===== src/rtl/nib_pkg.sv =====
package nib_pkg;
    localparam int NIB_W     = 4;
    localparam int H_W       = 2;
    localparam int L_W       = 4;
    localparam int ADDR_W    = H_W + L_W;
    localparam int MEM_DEPTH = 1 << ADDR_W;
    localparam int OPC_W     = 8;
    localparam int IMM5_W    = 5;
    localparam int BSEL_W    = $clog2(NIB_W);

    typedef enum logic [4:0] {
        OP_NOP, OP_LDA_IMM, OP_ADD_IMM, OP_LDH_IMM, OP_LDHL_IMM,
        OP_LDA_MEM, OP_SWAP_MEM, OP_STORE, OP_STORE_IMM, OP_SWAP_L,
        OP_INVERT, OP_ADD_MEM, OP_ADDC_MEM, OP_XOR_MEM, OP_CLR_C,
        OP_SET_C, OP_INC_L, OP_DEC_L, OP_INC_DIR, OP_DEC_DIR,
        OP_CLR_BIT, OP_SET_BIT
    } op_e;

    typedef enum logic [1:0] {
        PTR_KEEP = 2'b00,
        PTR_DEC  = 2'b01,
        PTR_INC  = 2'b10,
        PTR_RSVD = 2'b11
    } ptr_e;

    typedef enum logic [1:0] {
        K_OTHER, K_LOAD_A, K_LOAD_HL
    } kind_e;

    typedef enum logic [1:0] {
        ST_OPCODE, ST_OPERAND, ST_DISCARD
    } fsm_e;

    typedef struct packed {
        op_e                op;
        logic [IMM5_W-1:0]  imm5;
        ptr_e               ptr;
        logic [BSEL_W-1:0]  bsel;
    } dec_t;
endpackage


===== src/rtl/nib_decode.sv =====
module nib_decode
    import nib_pkg::*;
(
    input  logic [OPC_W-1:0] byte_i,
    output dec_t             dec_o
);
    always_comb begin
        dec_o.imm5 = byte_i[IMM5_W-1:0];
        dec_o.ptr  = ptr_e'(byte_i[1:0]);
        dec_o.bsel = byte_i[BSEL_W-1:0];
        casez (byte_i)
            8'b0000_????: dec_o.op = OP_ADD_IMM;
            8'b0001_????: dec_o.op = OP_LDA_IMM;
            8'b0010_10??: dec_o.op = OP_LDH_IMM;
            8'b0011_1100: dec_o.op = OP_DEC_DIR;
            8'b0011_1101: dec_o.op = OP_INC_DIR;
            8'b0100_????: dec_o.op = OP_STORE_IMM;
            8'b0101_0011: dec_o.op = OP_NOP;
            8'b0101_0111: dec_o.op = OP_STORE;
            8'b0101_00??: dec_o.op = OP_LDA_MEM;
            8'b0101_01??: dec_o.op = OP_SWAP_MEM;
            8'b0101_1000: dec_o.op = OP_DEC_L;
            8'b0101_1001: dec_o.op = OP_INC_L;
            8'b0110_10??: dec_o.op = OP_CLR_BIT;
            8'b0110_11??: dec_o.op = OP_SET_BIT;
            8'b0111_1000: dec_o.op = OP_CLR_C;
            8'b0111_1001: dec_o.op = OP_SET_C;
            8'b0111_1011: dec_o.op = OP_SWAP_L;
            8'b0111_1100: dec_o.op = OP_ADDC_MEM;
            8'b0111_1101: dec_o.op = OP_ADD_MEM;
            8'b0111_1110: dec_o.op = OP_XOR_MEM;
            8'b0111_1111: dec_o.op = OP_INVERT;
            8'b110?_????: dec_o.op = OP_LDHL_IMM;
            default:      dec_o.op = OP_NOP;
        endcase
    end
endmodule


===== src/rtl/nib_alu.sv =====
module nib_alu
    import nib_pkg::*;
(
    input  dec_t             dec_i,
    input  logic [NIB_W-1:0] acc_i,
    input  logic             carry_i,
    input  logic [H_W-1:0]   h_i,
    input  logic [L_W-1:0]   l_i,
    input  logic [NIB_W-1:0] mem_i,
    output logic [NIB_W-1:0] acc_o,
    output logic             carry_o,
    output logic [H_W-1:0]   h_o,
    output logic [L_W-1:0]   l_o,
    output logic             mem_we_o,
    output logic [NIB_W-1:0] mem_wdata_o,
    output logic             skip_o
);
    localparam logic [L_W-1:0]   L_ONE   = L_W'(1);
    localparam logic [NIB_W-1:0] BIT_ONE = NIB_W'(1);

    logic [NIB_W:0] sum;

    always_comb begin
        acc_o       = acc_i;
        carry_o     = carry_i;
        h_o         = h_i;
        l_o         = l_i;
        mem_we_o    = 1'b0;
        mem_wdata_o = acc_i;
        skip_o      = 1'b0;
        sum         = '0;
        case (dec_i.op)
            OP_LDA_IMM: acc_o = dec_i.imm5[NIB_W-1:0];
            OP_ADD_IMM: begin
                sum    = {1'b0, acc_i} + {1'b0, dec_i.imm5[NIB_W-1:0]};
                acc_o  = sum[NIB_W-1:0];
                skip_o = sum[NIB_W];
            end
            OP_LDH_IMM: h_o = dec_i.imm5[H_W-1:0];
            OP_LDHL_IMM: begin
                h_o = H_W'(dec_i.imm5[IMM5_W-1]);
                l_o = dec_i.imm5[L_W-1:0];
            end
            OP_LDA_MEM, OP_SWAP_MEM: begin
                acc_o = mem_i;
                if (dec_i.op == OP_SWAP_MEM) begin
                    mem_we_o    = 1'b1;
                    mem_wdata_o = acc_i;
                end
                case (dec_i.ptr)
                    PTR_DEC: begin
                        l_o    = l_i - L_ONE;
                        skip_o = (l_i == '0);
                    end
                    PTR_INC: begin
                        l_o    = l_i + L_ONE;
                        skip_o = (l_i == '1);
                    end
                    default: ;
                endcase
            end
            OP_STORE: mem_we_o = 1'b1;
            OP_STORE_IMM: begin
                mem_we_o    = 1'b1;
                mem_wdata_o = dec_i.imm5[NIB_W-1:0];
                l_o         = l_i + L_ONE;
            end
            OP_SWAP_L: begin
                acc_o = l_i;
                l_o   = acc_i;
            end
            OP_INVERT: acc_o = ~acc_i;
            OP_ADD_MEM: begin
                sum    = {1'b0, acc_i} + {1'b0, mem_i};
                acc_o  = sum[NIB_W-1:0];
                skip_o = sum[NIB_W];
            end
            OP_ADDC_MEM: begin
                sum     = {1'b0, acc_i} + {1'b0, mem_i} + {{NIB_W{1'b0}}, carry_i};
                acc_o   = sum[NIB_W-1:0];
                carry_o = sum[NIB_W];
            end
            OP_XOR_MEM: acc_o = acc_i ^ mem_i;
            OP_CLR_C:   carry_o = 1'b0;
            OP_SET_C:   carry_o = 1'b1;
            OP_INC_L: begin
                l_o    = l_i + L_ONE;
                skip_o = (l_i == '1);
            end
            OP_DEC_L: begin
                l_o    = l_i - L_ONE;
                skip_o = (l_i == '0);
            end
            OP_CLR_BIT: begin
                mem_we_o    = 1'b1;
                mem_wdata_o = mem_i & ~(BIT_ONE << dec_i.bsel);
            end
            OP_SET_BIT: begin
                mem_we_o    = 1'b1;
                mem_wdata_o = mem_i | (BIT_ONE << dec_i.bsel);
            end
            default: ;
        endcase
    end
endmodule


===== src/rtl/nib_mem.sv =====
module nib_mem #(
    parameter int AW = 6,
    parameter int DW = 4
) (
    input  logic          clk,
    input  logic          rst_n,
    input  logic          we_i,
    input  logic [AW-1:0] waddr_i,
    input  logic [DW-1:0] wdata_i,
    input  logic [AW-1:0] raddr_a_i,
    output logic [DW-1:0] rdata_a_o,
    input  logic [AW-1:0] raddr_b_i,
    output logic [DW-1:0] rdata_b_o
);
    localparam int DEPTH = 1 << AW;

    logic [DW-1:0] cells [DEPTH];

    for (genvar g = 0; g < DEPTH; g++) begin : g_cell
        always_ff @(posedge clk or negedge rst_n) begin
            if (!rst_n) begin
                cells[g] <= '0;
            end else if (we_i && (waddr_i == AW'(g))) begin
                cells[g] <= wdata_i;
            end
        end
    end

    assign rdata_a_o = cells[raddr_a_i];
    assign rdata_b_o = cells[raddr_b_i];
endmodule


===== src/rtl/nibble_exec_unit.sv =====
module nibble_exec_unit
    import nib_pkg::*;
(
    input  logic             clk,
    input  logic             rst_n,
    input  logic             instr_valid,
    input  logic [OPC_W-1:0] instr_byte,
    output logic [NIB_W-1:0] acc_o,
    output logic             carry_o,
    output logic [H_W-1:0]   h_o,
    output logic [L_W-1:0]   l_o,
    output logic             skip_o
);
    localparam logic [NIB_W-1:0] NIB_ONE = NIB_W'(1);

    fsm_e              state_q, state_d;
    kind_e             kind_q;
    logic [NIB_W-1:0]  acc_q;
    logic              carry_q;
    logic [H_W-1:0]    h_q;
    logic [L_W-1:0]    l_q;
    logic              skip_q;
    logic              dir_inc_q;

    dec_t              dec;
    logic [NIB_W-1:0]  alu_acc, alu_wdata, mem_hl, mem_dir, dir_res;
    logic              alu_carry, alu_we, alu_skip;
    logic [H_W-1:0]    alu_h;
    logic [L_W-1:0]    alu_l;

    logic              take_op, two_byte, stacked, exec_op, drop_op, exec_dir, dir_skip;
    logic              mem_we;
    logic [ADDR_W-1:0] hl_addr, dir_addr, mem_waddr;
    logic [NIB_W-1:0]  mem_wdata;

    nib_decode u_dec (
        .byte_i (instr_byte),
        .dec_o  (dec)
    );

    nib_alu u_alu (
        .dec_i       (dec),
        .acc_i       (acc_q),
        .carry_i     (carry_q),
        .h_i         (h_q),
        .l_i         (l_q),
        .mem_i       (mem_hl),
        .acc_o       (alu_acc),
        .carry_o     (alu_carry),
        .h_o         (alu_h),
        .l_o         (alu_l),
        .mem_we_o    (alu_we),
        .mem_wdata_o (alu_wdata),
        .skip_o      (alu_skip)
    );

    nib_mem #(.AW(ADDR_W), .DW(NIB_W)) u_mem (
        .clk       (clk),
        .rst_n     (rst_n),
        .we_i      (mem_we),
        .waddr_i   (mem_waddr),
        .wdata_i   (mem_wdata),
        .raddr_a_i (hl_addr),
        .rdata_a_o (mem_hl),
        .raddr_b_i (dir_addr),
        .rdata_b_o (mem_dir)
    );

    always_comb begin
        hl_addr  = {h_q, l_q};
        dir_addr = instr_byte[ADDR_W-1:0];
        take_op  = instr_valid && (state_q == ST_OPCODE);
        two_byte = (dec.op == OP_INC_DIR) || (dec.op == OP_DEC_DIR);
        stacked  = ((dec.op == OP_LDA_IMM)  && (kind_q == K_LOAD_A)) ||
                   ((dec.op == OP_LDHL_IMM) && (kind_q == K_LOAD_HL));
        exec_op  = take_op && !skip_q && !stacked;
        drop_op  = take_op && skip_q;
        exec_dir = instr_valid && (state_q == ST_OPERAND);
        dir_res  = dir_inc_q ? (mem_dir + NIB_ONE) : (mem_dir - NIB_ONE);
        dir_skip = dir_inc_q ? (dir_res == '0) : (dir_res == '1);
        mem_we   = (exec_op && alu_we) || exec_dir;
        mem_waddr = exec_dir ? dir_addr : hl_addr;
        mem_wdata = exec_dir ? dir_res : alu_wdata;
    end

    always_comb begin
        state_d = state_q;
        unique case (state_q)
            ST_OPCODE: begin
                if (take_op && two_byte) begin
                    state_d = skip_q ? ST_DISCARD : ST_OPERAND;
                end
            end
            ST_OPERAND: if (instr_valid) state_d = ST_OPCODE;
            ST_DISCARD: if (instr_valid) state_d = ST_OPCODE;
            default:    state_d = ST_OPCODE;
        endcase
    end

    always_ff @(posedge clk or negedge rst_n) begin
        if (!rst_n) begin
            state_q <= ST_OPCODE;
        end else begin
            state_q <= state_d;
        end
    end

    always_ff @(posedge clk or negedge rst_n) begin
        if (!rst_n) begin
            acc_q     <= '0;
            carry_q   <= 1'b0;
            h_q       <= '0;
            l_q       <= '0;
            skip_q    <= 1'b0;
            kind_q    <= K_OTHER;
            dir_inc_q <= 1'b0;
        end else if (exec_op) begin
            acc_q   <= alu_acc;
            carry_q <= alu_carry;
            h_q     <= alu_h;
            l_q     <= alu_l;
            skip_q  <= alu_skip;
            if (dec.op == OP_LDA_IMM) begin
                kind_q <= K_LOAD_A;
            end else if (dec.op == OP_LDHL_IMM) begin
                kind_q <= K_LOAD_HL;
            end else begin
                kind_q <= K_OTHER;
            end
            if (two_byte) begin
                dir_inc_q <= (dec.op == OP_INC_DIR);
            end
        end else if (drop_op) begin
            skip_q <= 1'b0;
            kind_q <= K_OTHER;
        end else if (exec_dir) begin
            skip_q <= dir_skip;
        end
    end

    assign acc_o   = acc_q;
    assign carry_o = carry_q;
    assign h_o     = h_q;
    assign l_o     = l_q;
    assign skip_o  = skip_q;
endmodule


===== config.mk =====
export PLATFORM = sky130hd
export DESIGN_NAME = nibble_exec_unit
export DESIGN_NICKNAME = d
export VERILOG_FILES = /design/src/rtl/nib_pkg.sv /design/src/rtl/nib_decode.sv /design/src/rtl/nib_alu.sv /design/src/rtl/nib_mem.sv /design/src/rtl/nibble_exec_unit.sv
export SDC_FILE = /design/constraint.sdc
export NUM_CORES = 1
export LEC_CHECK = 0
export BUFFER_PORTS_ARGS = -buffer_cell sky130_fd_sc_hd__buf_2
export CORE_ASPECT_RATIO = 0.75
export CORE_MARGIN = 4
export CORE_UTILIZATION = 58
export DETAILED_ROUTE_END_ITERATION = 10
export HOLD_SLACK_MARGIN = 0.12
export PLACE_DENSITY = 0.78
export SETUP_SLACK_MARGIN = 0.5
export SYNTH_ARGS = -nofsm -noshare
export SYNTH_HDL_FRONTEND = slang
export SYNTH_SLANG_ARGS = --single-unit

===== constraint.sdc =====
create_clock -name clk -period 4.5 [get_ports clk]
set_input_delay 0 -clock clk [delete_from_list [all_inputs] [get_ports clk]]
set_output_delay 0 -clock clk [all_outputs]
set_load 0.03 [all_outputs]

==> impl_metrics.yaml <==
finish:
  syn_to_final_growth_pct: 13.2
  postLayoutCoreUtil_pct: 66.9
  finalNetCount: 1495
  n_fill_cell: 1882
  drive_above_1_share_pct: 26.3
  n_antenna_cell: 0
floorplan:
  die_h_um: 152
  start_util_pct: 59.1
  floorplan.rows: 52
  core_mm2: 0.0271
  die_x_um: 200
  ios: 23
  dieArea_mm2: 0.0304
worst_setup_path:
  rr_startpoint: "l_o[0]"
  critPathArrivalTime_ns: 4.76
  crit_top_cell: "mux4_2"
  path_class: "register to register"
  startpoint_type: "register"
  worstPathMaxFanout: 8
  critical_path.endpoint_type: "register"
  crit_required_ns: 4.94
  cpPeakStageDelay_ns: 0.57
  crit_chain: "buf_12, buf_4, mux4_2, mux4_2, mux4_2, ha_4, fa_1, ha_2, xor2_1, nand2_1, xnor2_1, a222oi_1, a21boi_2, a221oi_1"
  cp_slowest_cell: "mux4_2"
  critPathLaunch: "l_o[0]"
drt:
  post_drt_wl_per_cell_um: 27.0
  ant_nets: 0
  vias: 13100
  drc: 0
  drt_pass1_iterations: 9
  wl_mm: 49.4
  drtIter0Drc: 2208
  vias_per_cell: 7.14
sta:
  rsz0062_at_grt: "yes"
  fin_crit_sh_pct: 96.1
  hold_viol_final: 0
  final-setup-viol-count: 0
  clock_skew_ns: 0.0204
  hold_slack_ns: 0.0934
  drv_slew: 0
  timing.slew.headroom_pct: 32.5
  tightest_slew_ns: 1.01
  fin_crit_ns: 4.32
  fmax_ghz: 0.231
  timing.setup.tns_ns: 0
cts:
  cts.sinks: 273
  htreeDepth: 1
  insertion_delay_ns: 0.58
  cts.clk_slew.worst_paths_ns: 0.07
  root_buffer: "clkbuf_16"
  cts_tree: "built"
  clockBufferDepth: 3
  cts_buffers: 28
placement:
  io_buffer_count: 22
  gp_congestion: 0.963
  hpwl_mm: 32.9
global_routing:
  grt_antenna_before_repair: 0
  first_global_vias: 13000
  grt_pass1_wl_mm: 76.6
  grtUsageTotal_pct: 32.4
  grt_max_degree: 116
  grt_overflow: 0
logic_synthesis:
  synth-async-reset-ratio_pct: 100
  synth_ff_type: "dfrtp_1"
  yosysSeqAreaShare_pct: 42.6
  synth_cell_types: 71
  yosys_warnings: 0
  synth_area_mm2: 0.0160
  syn_avg_cell_area_um2: 11.4
  synth-edff-count: 0
  ys_ff_latch: 273
  syn-instance-count: 1409
  syn-num-nets: 1446
power_and_ir_drop:
  power_density_mw_per_mm2: 554
  power_mw: 10.1
  peakVddDrop_v: 0.000394
  p_leak_nw: 7.89
run_status:
  status: "finished, final reports clean"
hold_path:
  hp-class: "input pin to asynchronous set/reset pin"
job:
  max_cap_viol_count: 0
==> worst max-delay path, delay by kind of cell, from the launching register on <==
family          cells  cell delay, ns
compound gates      3            0.60
flops               1            0.52
simple gates        1            0.08
xor+xnor            2            0.28
mux                 3            1.49
fa+ha+maj           3            0.91
buf+inv             2            0.31
==> stage by stage <==
stage               setup slack (ns)  std cells  instance area [µm²]
finish                         0.176       1829                18200
global route                 0.00956       1829                18200
CTS                            0.214       1824                18000
detailed placement             0.184       1753                16700
global placement               0.170       1753                16700
floorplan                      0.229       1409                16200
==> cell families after synthesis <==
logic type,synth area share (%)
and+or+nand+nor,11.1
xor gates and xnor gates,0.765
AOI/OAI and AO/OA,12.4
buffers and inverters,3.60
adders and majority gates,2.17
DFF,42.6
muxes,27.4
==> synthesized netlist by cell type, types with 10 or more instances <==
cell type  number  share of area (%)
nor2_1        283                6.6
dfrtp_1       273                 43
a21oi_1       213                6.6
mux4_2        154                 22
mux2_2         64                4.5
nand2_1        60                1.4
clkbuf_1       41               0.96
nand3_1        26               0.81
o21ai_0        24               0.75
ha_1           23                1.8
buf_2          18               0.56
buf_6          16                1.1
inv_1          16               0.37
nor3_1         16               0.50
a211oi_1       10               0.47
==> report_power, final <==
group	switching, mW	total [mW]	internal, mW
registers	0.520	3.49	2.97
logic	2.16	4.05	1.89
clock network	1.03	2.53	1.50
total	3.71	10.1	6.36
==> state kept, by name, indices dropped and copies added, names as in the netlist <==
signal / flops
u_mem.cells: 256
skip_o: 1
acc_o: 4
l_o: 4
carry_o: 1
kind_q: 2
state_q: 2
dir_inc_q: 1
h_o: 2
==> routing by layer <==
layer	wire length [µm]	global-route usage, %	up-vias	share of wire [%]
met5	0	0	-	0
li1	-	-	5384	-
met2	21500	46.2	1027	44
met4	2270	11.3	0	4.6
met3	7120	10.1	212	14
met1	18400	47.5	6427	37
==> cells in the final DEF (no fill, tap or decap), drive strengths merged, types with 6 or more instances in the layout <==
| cell | netlist | layout |
|---|---|---|
| nor2 | 283 | 283 |
| dfrtp | 273 | 273 |
| a21oi | 213 | 213 |
| mux4 | 160 | 160 |
| buf | 45 | 92 |
| mux2 | 64 | 64 |
| nand2 | 60 | 60 |
| clkbuf | 41 | 38 |
| o21ai | 28 | 28 |
| nand3 | 26 | 26 |
| ha | 23 | 23 |
| inv | 17 | 19 |
| nor3 | 16 | 16 |
| dlygate4sd3 | 0 | 11 |
| a211oi | 10 | 10 |
| a21o | 9 | 9 |
| clkinv | 2 | 8 |
| o2111ai | 7 | 7 |
| nand2b | 7 | 7 |
| o31ai | 7 | 7 |
| o211ai | 7 | 7 |
| a31oi | 7 | 7 |
| xnor2 | 7 | 7 |
| xor2 | 7 | 7 |
| nor2b | 6 | 6 |
| or2 | 6 | 6 |
| a22oi | 6 | 6 |
| and2 | 6 | 6 |
==> path summary, 6_finish.rpt <==
| check | endpoint | slack (ns) | cells past startpoint |
|---|---|---|---|
| max in group asynchronous | u_mem.cells[154] | 3.23 | 3 |
| worst max register to register | acc_o[2] | 0.18 | 14 |
| worst max-delay path | acc_o[2] | 0.18 | 14 |
| worst min register to register | u_mem.cells[232] | 0.52 | 2 |
| min in group clk | acc_o[1] | 0.16 | 3 |
| worst min-delay path | acc_o[1] | 0.09 | 2 |
==> cell type report <==
cell class | instances | area [µm²] | area share (%)
timing repair buffer | 105 | 1050 | 5.80
inverter | 19 | 71.3 | 0.393
multi-input combinational | 1031 | 8760 | 48.2
clock inverter | 13 | 223 | 1.23
clock buffer | 37 | 774 | 4.27
tap | 351 | 439 | 2.42
sequential | 273 | 6840 | 37.7
==> what timing repair did <==
action,CTS,global route
pin swaps,0,5
setup endpoints to repair,5,73
hold endpoints to repair,120,0
gates resized for setup,12,11
setup buffers,9,4
gates cloned,1,1
hold buffers,11,0
No activity file was read; power rests on OpenSTA's default activity.
